### src/rtl/pipe_bank_pkg.sv
package pipe_bank_pkg;

    localparam int unsigned MAX_FIELDS = 8;
    localparam int unsigned MAX_BITS   = MAX_FIELDS * 32;

    typedef int unsigned field_list_t [MAX_FIELDS];

    typedef enum logic [1:0] {
        BK_CAPTURE = 2'd0,
        BK_HOLD    = 2'd1,
        BK_BUBBLE  = 2'd2,
        BK_RESET   = 2'd3
    } bank_mode_e;

    function automatic int unsigned total_width(field_list_t w, int unsigned n);
        int unsigned s = 0;
        for (int unsigned i = 0; i < MAX_FIELDS; i++) begin
            if (i < n) s += w[i];
        end
        return s;
    endfunction

    function automatic int unsigned field_offset(field_list_t w, int unsigned k);
        int unsigned s = 0;
        for (int unsigned i = 0; i < MAX_FIELDS; i++) begin
            if (i < k) s += w[i];
        end
        return s;
    endfunction

    function automatic logic [MAX_BITS-1:0] default_vector(field_list_t w,
                                                           field_list_t r,
                                                           int unsigned n);
        logic [MAX_BITS-1:0] v = '0;
        int unsigned off = 0;
        for (int unsigned i = 0; i < MAX_FIELDS; i++) begin
            if (i < n) begin
                for (int unsigned b = 0; b < 32; b++) begin
                    if (b < w[i]) v[off + b] = r[i][b];
                end
                off += w[i];
            end
        end
        return v;
    endfunction

endpackage

### src/rtl/pipe_bank_ctrl.sv
module pipe_bank_ctrl
    import pipe_bank_pkg::*;
(
    input  logic       rst,
    input  logic       stall,
    input  logic       bubble,
    output bank_mode_e mode
);

    // Priority: reset, then flush, then hold, then capture.
    always_comb begin
        if (rst)         mode = BK_RESET;
        else if (bubble) mode = BK_BUBBLE;
        else if (stall)  mode = BK_HOLD;
        else             mode = BK_CAPTURE;
    end

endmodule

### src/rtl/pipe_bank_field.sv
module pipe_bank_field
    import pipe_bank_pkg::*;
#(
    parameter int unsigned W       = 4,
    parameter logic [W-1:0] RST_VAL = '0
) (
    input  logic         clk,
    input  bank_mode_e   mode,
    input  logic [W-1:0] d,
    output logic [W-1:0] q
);

    always_ff @(posedge clk) begin
        unique case (mode)
            BK_RESET:   q <= RST_VAL;
            BK_BUBBLE:  q <= RST_VAL;
            BK_HOLD:    q <= q;
            BK_CAPTURE: q <= d;
            default:    q <= RST_VAL;
        endcase
    end

endmodule

### src/rtl/pipe_bank.sv
module pipe_bank
    import pipe_bank_pkg::*;
#(
    parameter int unsigned NUM_FIELDS = 2,
    parameter field_list_t FIELD_W    = '{3, 5, 0, 0, 0, 0, 0, 0},
    parameter field_list_t FIELD_RST  = '{2, 0, 0, 0, 0, 0, 0, 0},
    localparam int unsigned TOTAL_W   = total_width(FIELD_W, NUM_FIELDS)
) (
    input  logic               clk,
    input  logic               rst,
    input  logic               stall,
    input  logic               bubble,
    input  logic [TOTAL_W-1:0] d_in,
    output logic [TOTAL_W-1:0] q_out
);

    localparam logic [MAX_BITS-1:0] DEF_ALL = default_vector(FIELD_W, FIELD_RST, NUM_FIELDS);
    localparam logic [TOTAL_W-1:0]  DEF_VEC = DEF_ALL[TOTAL_W-1:0];

    bank_mode_e mode;

    pipe_bank_ctrl u_ctrl (
        .rst    (rst),
        .stall  (stall),
        .bubble (bubble),
        .mode   (mode)
    );

    for (genvar k = 0; k < NUM_FIELDS; k++) begin : g_field
        localparam int unsigned LO = field_offset(FIELD_W, k);
        localparam int unsigned FW = FIELD_W[k];
        localparam logic [FW-1:0] RV = DEF_VEC[LO +: FW];

        pipe_bank_field #(
            .W       (FW),
            .RST_VAL (RV)
        ) u_field (
            .clk  (clk),
            .mode (mode),
            .d    (d_in[LO +: FW]),
            .q    (q_out[LO +: FW])
        );
    end

endmodule

### config.mk
export PLATFORM = sky130hd
export DESIGN_NAME = pipe_bank
export DESIGN_NICKNAME = d
export VERILOG_FILES = /design/src/rtl/pipe_bank_pkg.sv /design/src/rtl/pipe_bank_ctrl.sv /design/src/rtl/pipe_bank_field.sv /design/src/rtl/pipe_bank.sv
export SDC_FILE = /design/constraint.sdc
export NUM_CORES = 1
export LEC_CHECK = 0
export ABC_CLOCK_PERIOD_IN_PS = 1200
export BUFFER_PORTS_ARGS = -buffer_cell sky130_fd_sc_hd__buf_4
export CORE_AREA = 2 2 39 41
export CTS_CLUSTER_DIAMETER = 80
export CTS_CLUSTER_SIZE = 14
export DETAILED_ROUTE_END_ITERATION = 8
export DIE_AREA = 0 0 41 43
export REMOVE_ABC_BUFFERS = 1
export SKIP_CTS_REPAIR_TIMING = 1
export SYNTH_ARGS = -nofsm -noshare
export SYNTH_HDL_FRONTEND = slang
export SYNTH_SLANG_ARGS = --single-unit
### constraint.sdc
create_clock -name clk -period 1.2 [get_ports clk]
set_input_delay 0.12 -clock clk [delete_from_list [all_inputs] [get_ports clk]]
set_output_delay 0.12 -clock clk [all_outputs]
set_load 0.05 [all_outputs]
# Yosys cells after proc, flatten, opt, wreduce, memory -nomap -nowiden
# Index checks and enable logic that the tools add are counted.
# classes
eq_ne	3
n_mux	5
n_reduce_logical	2
# op_table
cell	n
$pmux W5 S2	1
$pmux W3 S2	1
$eq A2 B2 Y1 const B	2
$mux W2	2
$eq A2 B1 Y1 const B	1
$logic_not A2 Y1	1
$reduce_or A2 Y1	1
$mux W1	1
# totals
regBits	8
input_bits	12

# Depth between registers and ports, before layout
# Gate-level depths: netlist of the first run.
# depth
depth_word	6
ltp_mapped	2
mapped_depth_nobuf	1

# Cells and area by module
# Synthesis of the first run repeated with hierarchy kept, for this count alone.
# unflattened
cells_unflattened	21
hier_area_um2	329.1
# modules_own_cells
mod	instances	cells_each	area_each_um2	seq_area_each_um2
pipe_bank_field at g_field[1].u_field	1	11	193.9	150.1
pipe_bank_field at g_field[0].u_field	1	7	117.6	90.1
pipe_bank_ctrl	1	3	17.5	0.0

# Least setup slack after synthesis of the first run
# No wires, ideal clock.
# synth_path
path_kind	in2reg
startpoint	in bubble
endpoint	reg g_field[0].u_field.q[0] (enable)
arrival_ns	0.795
required_ns	0.917
setup_slack_ns	0.122
stages	2
n_path_buf	1
path_cell_list	buf_2 or3b_2
# synth_via
elab_chain_len	3
# synth_lines
element	line_no	text
from (decl)	pipe_bank.sv:12	input logic bubble,
$mux W2	pipe_bank_ctrl.sv:13	else if (bubble) mode = BK_BUBBLE;
$mux W2	pipe_bank_ctrl.sv:12	if (rst) mode = BK_RESET;
$eq A2 B1 Y1	pipe_bank_field.sv:14	unique case (mode)
to (signal assigned)	pipe_bank_field.sv:17	BK_HOLD: q <= q;
to (decl)	pipe_bank_field.sv:10	output logic [W-1:0] q
# Every way passes these cells.
# A chain may end at the register's enable or synchronous reset.

# Final worst setup path of the first run
# layout_path
startpoint	reg g_field[1].u_field.q[4]
endpoint	out q_out[7]
# layout_rtl
element	line_no	text
from (decl)	pipe_bank_field.sv:10	
from (signal assigned)	pipe_bank_field.sv:17	
to (decl)	pipe_bank.sv:14	output logic [TOTAL_W-1:0] q_out
# No word-level cell between the ends.

==> results.cfg, run 1 <==
[timing]
rsz0062_at_grt = no
worstMarginPinSlew_ns = 0.282
drv_slew = 0
max_clock_freq_mhz = 1070
setup-tns-final_ns = 0
min_period_ns = 0.935
maxSlewHeadroom_pct = 80.9
fin_crit_sh_pct = 78.0
hold_slack_ns = 0.157
setup_viol_count_final = 0
hold_violations = 0

[detailed_routing]
wl_um = 691
drc_errors = 0
met3_length_um = 132
viasPerCell = 4.63
num_vias = 259
first_pass_iters = 4
wl_per_cell_um = 12.3
drt_iter0_drc = 8
wl_met2_um = 289
m1WireLength_um = 269
ant_nets = 0
highest_layer = met3

[layout]
drive_gt1_share_pct = 62.5
antenna_cells = 0
fin_nets = 54
largestRegisters = g_field.u_field.q (8)
largest_reg_flops = 8
regMostFlops = g_field.u_field.q
stdcell_area_um2 = 514
final_cells = 56
postLayoutCoreUtil_pct = 37.2
area_delta_synth_final_pct = 48.9

[clocking]
cts_tree = done
cts.sinks = 8
clockRootBuffer = clkbuf_4
h-tree-depth = 1
cts_buffer_depth = 2
path_clk_slew_ns = 0.05
numCtsBuffers = 3

[floorplan]
core_mm2 = 0.00138
rows = 14
pin_count = 20
start_util_pct = 25.0
die-area_mm2 = 0.00176
fp.dieW_um = 41
die_h_um = 43

[global_route]
grt_pass1_vias = 239
antenna_found_initial = 0
grt-ovfl-total = 0
track_usage_pct = 8.77
grt_pass1_wl_um = 986
grt_max_degree = 10

[synth]
ys_types = 7
seq_area_frac_synth_pct = 69.6
synthCells = 20
synth_warnings = 0
syn-cell-area_um2 = 345
synth_area_per_cell_um2 = 17.3
ys_ff_latch = 8

[placed_design]
gp_congestion = 0.640
dpl_cell_area_um2 = 492
place_inst = 53
io_buffers = 19

[setup_path]
crit_buf_inv = 1
cp_data_arrival_time_ns = 0.82
crit_type = reg -> out
end_kind = primary output
cp_slowest_stage_delay_ns = 0.37
required_ns = 1.08
path_delay_family = flip-flops
startpoint_type = register
crit_chain = buf_4
cpMaxStageDelayCell = edfxtp_1
crit_fanout = 1

[job]
cap_violations = 0

[hold_path]
whs_path_depth = 2
min_to = g_field[0].u_field.q[1]
holdCritStartpoint = d_in[1]
hp-class = in -> reg

[pwr]
peakVddDrop_mv = 0.505
power_density_mw_per_mm2 = 1290
p_leak_nw = 0.213

[outcome]
run_status = completed
[how the worst max path moves through the flow]
stage / cells past startpoint / endpoint / start / slack (ns)
global placement: 2 / g_field[0].u_field.q[0] / rst / 0.06
CTS: 1 / q_out[7] / g_field[1].u_field.q[4] / 0.26
finish: 1 / q_out[7] / g_field[1].u_field.q[4] / 0.26
global route: 1 / q_out[7] / g_field[1].u_field.q[4] / 0.24
detailed placement: 2 / g_field[0].u_field.q[0] / rst / 0.05
floorplan: 1 / g_field[0].u_field.q[0] / rst / 0.25
[power by group]
part	switching (W)	internal, W
sequential	0.00000463	0.000325
combinational	0.0000872	0.0000538
clock	0.0000785	0.000114
[through the flow]
stage               worst slack, ns  total power [W]
floorplan                     0.249         0.000409
detailed placement           0.0517         0.000476
global placement             0.0649         0.000476
finish                        0.265         0.000663
global route                  0.243         0.000695
CTS                           0.262         0.000671
[layer usage]
| layer | vias up | global-route usage, % |
|---|---|---|
| li1 | 123 | - |
| met1 | 113 | 11.1 |
| met2 | 23 | 10.6 |
| met3 | 0 | 5.24 |
| met4 | 0 | 6.00 |
| met5 | - | 0 |
[cell usage in the layout (no fill, tap or decap), drive strengths merged]
master / count
nor4b: 7
clkbuf: 3
or4: 1
edfxtp: 8
buf: 20
or3b: 1
[cells by family after synthesis]
group / count (synthesis) / share of synthesized area (%)
simple gates: 9 / 23.6
flops: 8 / 69.6
buf+inv: 3 / 6.88
[Yosys cell counts (all sizes together)]
library cell	instances	area share [%]
or4	1	3.3
nor4b	7	18
edfxtp	8	70
buf	3	6.9
or3b	1	2.5
[area by class of cell]
type	count	area, um^2
clock buffer	3	22.5
fill	132	870
multi-input combinational	9	81.3
timing repair buffer	20	150
sequential	8	240
tap	16	20.0
No activity file was read; power rests on OpenSTA's default activity.
==> run 2, diff against run 1 <==
--- a/config.mk
+++ b/config.mk
@@ -5,7 +5,7 @@
 export SDC_FILE = /design/constraint.sdc
 export NUM_CORES = 1
 export LEC_CHECK = 0
-export ABC_CLOCK_PERIOD_IN_PS = 1200
+export ABC_CLOCK_PERIOD_IN_PS = 800
 export BUFFER_PORTS_ARGS = -buffer_cell sky130_fd_sc_hd__buf_4
 export CORE_AREA = 2 2 39 41
 export CTS_CLUSTER_DIAMETER = 80
==> constraint.sdc (replaced) <==
create_clock -name clk -period 0.8 [get_ports clk]
set_input_delay 0.08 -clock clk [delete_from_list [all_inputs] [get_ports clk]]
set_output_delay 0.08 -clock clk [all_outputs]
set_load 0.05 [all_outputs]
==> results.cfg, run 2 (same netlist as run 1, synthesis figures left out) <==
[outcome]
run_status = finished with violations
violations = setup timing

[pwr]
power.total_w = 0.00103
power_density_mw_per_mm2 = 1790
peakVddDrop_mv = 0.835
p_leak_nw = 0.241

[clocking]
h-tree-depth = 1
numCtsBuffers = 3
cts_tree = done
cts_buffer_depth = 2
clockRootBuffer = clkbuf_4
path_clk_slew_ns = 0.05
cts.sinks = 8

[global_route]
grt_pass1_wl_mm = 1.10
antenna_found_initial = 0
grt-ovfl-total = 0
track_usage_pct = 9.54
grt_pass1_vias = 290
grt_max_degree = 9

[detailed_routing]
num_vias = 279
drt_iter0_drc = 1
wl_um = 777
ant_nets = 0
wl_per_cell_um = 13.0
viasPerCell = 4.65
first_pass_iters = 2
drc_errors = 0

[floorplan]
die-area_mm2 = 0.00176
fp.dieW_um = 41
core_mm2 = 0.00138
start_util_pct = 25.0
die_h_um = 43
rows = 14
pin_count = 20

[setup_path]
crit_chain = buf_6
cpMaxStageDelayCell = edfxtp_1
end_kind = primary output
crit_buf_inv = 1
required_ns = 0.72
path_delay_family = flip-flops
crit_fanout = 1
cp_data_arrival_time_ns = 0.80
cp_slowest_stage_delay_ns = 0.39
startpoint_type = register
crit_type = reg -> out

[layout]
fillers = 137
largest_reg_flops = 8
drive_gt1_share_pct = 65.9
multiInputGateArea_um2 = 83.8
area_delta_synth_final_pct = 67.0
antenna_cells = 0
fin_nets = 58
final_common_cell = buf_4
stdcell_area_um2 = 577
regMostFlops = g_field.u_field.q
final_cell_mix = buf_4 (16), edfxtp_1 (8), buf_6 (8)
postLayoutCoreUtil_pct = 41.7
largestRegisters = g_field.u_field.q (8)
regArea_um2 = 240

[job]
cap_violations = 0

[timing]
rsz0062_at_grt = yes
worstMarginPinSlew_ns = 0.289
setup_ws_ns = -0.0797
hold_slack_ns = 0.117
maxSlewHeadroom_pct = 80.5
hold_violations = 0
min_period_ns = 0.880
setup_viol_count_final = 8
max_clock_freq_mhz = 1140
fin_crit_sh_pct = 110
drv_slew = 0

[placed_design]
dp_hpwl_um = 611
io_buffers = 19
dpl_cell_area_um2 = 522
gp_congestion = 0.687
place_ws_ns = -0.291

[hold_path]
hp-class = in -> reg
==> run 2: worst paths after layout <==
kind,from,to,cells past startpoint,slack [ns]
setup / recovery,g_field[1].u_field.q[0],q_out[3],1,-0.08
hold / removal,d_in[1],g_field[0].u_field.q[1],2,0.12
==> run 2: final cells by class <==
| cell class | count | area share [%] |
|---|---|---|
| timing repair buffer | 24 | 36.4 |
| tap | 16 | 3.47 |
| sequential | 8 | 41.6 |
| clock buffer | 3 | 3.90 |
| multi-input combinational | 9 | 14.5 |
==> run 2: where the power goes <==
group	internal [W]	switching [W]
Clock	0.000170	0.000119
Combinational	0.000110	0.000134
Sequential	0.000488	0.0000124
Total	0.000769	0.000265
==> run 2: metal layers <==
metal	up-vias	part of all wire, %	track usage [%]
met4	0	0	6.00
li1	131	-	-
met5	-	0	0
met2	19	49	14.4
met3	0	14	1.57
met1	129	37	12.0
==> run 2: metrics by stage <==
stage	TNS [ns]	instances
after floorplan	-0.935	17
after global placement	-2.81	57
after detailed placement	-3.30	57
after CTS	-0.970	60
after global routing	-0.845	60
final	-0.572	60
==> run 3, diff against run 2 <==
--- a/config.mk
+++ b/config.mk
@@ -12,8 +12,11 @@
 export CTS_CLUSTER_SIZE = 14
 export DETAILED_ROUTE_END_ITERATION = 8
 export DIE_AREA = 0 0 41 43
+export GPL_TIMING_DRIVEN = 0
+export PLACE_DENSITY = 0.54
 export REMOVE_ABC_BUFFERS = 1
 export SKIP_CTS_REPAIR_TIMING = 1
 export SYNTH_ARGS = -nofsm -noshare
 export SYNTH_HDL_FRONTEND = slang
+export SYNTH_HIERARCHICAL = 1
 export SYNTH_SLANG_ARGS = --single-unit
==> results.cfg, run 3 <==
[outcome]
run_status = finished with violations
violations = setup timing

[global_route]
antenna_found_initial = 0
track_usage_pct = 9.09
grt_max_degree = 11
grt-ovfl-total = 0
grt_pass1_vias = 242
grt_pass1_wl_um = 952

[pwr]
switchingPower_w = 0.000279
power_density_mw_per_mm2 = 1870
switching_share_pct = 26.6
p_leak_nw = 0.231
clockPowerShare_pct = 28.3
p_comb_share_pct = 23.8
p_int_w = 0.000770
seqPwrFrac_pct = 47.9
power.total_w = 0.00105
peakVddDrop_mv = 0.644

[floorplan]
pin_count = 20
core_mm2 = 0.00138
die_h_um = 43
die-area_mm2 = 0.00176
rows = 14
fp.dieW_um = 41
start_util_pct = 23.8

[clocking]
numCtsBuffers = 3
cts_buffer_depth = 2
cts.sinks = 8
h-tree-depth = 1
clockRootBuffer = clkbuf_4
cts_tree = done
path_clk_slew_ns = 0.05

[synth]
yosysMostFrequentCell = edfxtp_1
synth_area_per_cell_um2 = 15.7
synthCells = 21
synth_edf_count = 8
ys_ff_latch = 8
synthFlopType = edfxtp_1
synth_warnings = 6
syn-cell-area_um2 = 329
synth_top_area_share_pct = 73.0
async_flop_share_pct = 0
synth_top_area_cell = edfxtp_1
ys_types = 7
seq_area_frac_synth_pct = 73.0
ys_top_cells_by_area = edfxtp_1 (73%), nor3b_1 (16%), nand2b_1 (3.8%)
ys_top_cells_by_count = edfxtp_1 (8), nor3b_1 (7), nand2b_1 (2)

[layout]
regMostFlops = g_field.u_field/q
final_common_cell = buf_6
regArea_um2 = 240
largest_reg_flops = 8
fillers = 128
drive_gt1_share_pct = 58.1
largestRegisters = g_field.u_field/q (8)
fin_nets = 57
antenna_cells = 0
area_delta_synth_final_pct = 70.7
final_cell_mix = buf_6 (10), buf_4 (9), edfxtp_1 (8)
multiInputGateArea_um2 = 95.1

[timing]
setup-tns-final_ns = -0.538
max_clock_freq_mhz = 1150
hold_violations = 0
setup_ws_ns = -0.0712
drv_slew = 0
worstMarginPinSlew_ns = 0.205
maxSlewHeadroom_pct = 86.3
rsz0062_at_grt = yes
min_period_ns = 0.871
fin_crit_sh_pct = 109
setup_viol_count_final = 8

[setup_path]
startpoint_type = register
path_delay_family = flip-flops
crit_buf_inv = 1
required_ns = 0.72
cp_data_arrival_time_ns = 0.79
crit_fanout = 1
crit_chain = buf_6
end_kind = primary output
crit_type = reg -> out
cp_slowest_stage_delay_ns = 0.37
cpMaxStageDelayCell = edfxtp_1

[detailed_routing]
ant_nets = 0
wl_um = 639
first_pass_iters = 3
drt_iter0_drc = 2
num_vias = 249
drc_errors = 0
wl_per_cell_um = 10.8
viasPerCell = 4.22

[hold_path]
whs_path_depth = 2
holdCritStartpoint = d_in[1]
hp-class = in -> reg
min_to = g_field[0].u_field/q[1]

[placed_design]
io_buffers = 19
gp_congestion = 0.689
dp_hpwl_um = 503

[job]
cap_violations = 0
==> run 3: changes by cell type after synthesis, sizes merged <==
| cell | before | now |
|---|---|---|
| a21o | 0 | 1 |
| buf | 3 | 0 |
| inv | 0 | 1 |
| nand2b | 0 | 2 |
| nor3b | 0 | 7 |
| nor4b | 7 | 0 |
| or2 | 0 | 1 |
| or3 | 0 | 1 |
| or3b | 1 | 0 |
| or4 | 1 | 0 |
==> run 3: cell type report <==
class                   count  share of cell area, %
multi-input cells          12                   16.9
clock buffers               3                   4.01
well taps                  16                   3.56
repair buffers             19                   32.1
flip-flops and latches      8                   42.8
inverters                   1                  0.668
==> run 3: per-stage QoR <==
| stage | std cells | worst slack [ns] | utilization (%) | hold slack (ns) | instance area (um^2) |
|---|---|---|---|---|---|
| floorplan | 21 | -0.213 | - | 0.254 | 329 |
| global placement | 56 | -0.363 | 35.5 | 0.339 | 492 |
| detailed placement | 56 | -0.384 | 35.5 | 0.343 | 492 |
| CTS | 59 | -0.115 | 37.2 | 0.0798 | 514 |
| global route | 59 | -0.0924 | 40.6 | 0.0998 | 562 |
| finish | 59 | -0.0712 | 40.6 | 0.0895 | 562 |
==> run 3: worst max path at each step <==
stage | to | cells after the start | from | slack (ns)
2_1_floorplan | g_field[0].u_field/q[1] | 2 | bubble | -0.21
3_3_place_gp | g_field[0].u_field/q[1] | 3 | bubble | -0.36
3_5_place_dp | g_field[0].u_field/q[1] | 3 | bubble | -0.38
4_1_cts | g_field[0].u_field/q[1] | 3 | bubble | -0.11
5_1_grt | q_out[6] | 1 | g_field[1].u_field/q[3] | -0.09
6_report | q_out[7] | 1 | g_field[1].u_field/q[4] | -0.07
==> run 3: cell families after synthesis <==
family | share of synthesized area (%)
compound gates | 2.28
buf+inv | 1.14
flops | 73.0
simple gates | 23.6
==> run 3: layer usage <==
layer | part of all wire (%) | track usage, % | wire (um)
met1 | 31 | 6.80 | 201
met4 | 3.4 | 14.0 | 22
met5 | 0 | 0 | 0
met2 | 61 | 14.1 | 389
met3 | 4.1 | 1.57 | 26
==> run 3: power by group through the flow <==
stage	Combinational (W)	Sequential, W	Clock, W
2_1_floorplan	0.0000321	0.000607	0
3_3_place_gp	0.000218	0.000504	0
3_5_place_dp	0.000222	0.000506	0
4_1_cts	0.000222	0.000498	0.000305
5_1_grt	0.000261	0.000504	0.000316
6_report	0.000250	0.000503	0.000297
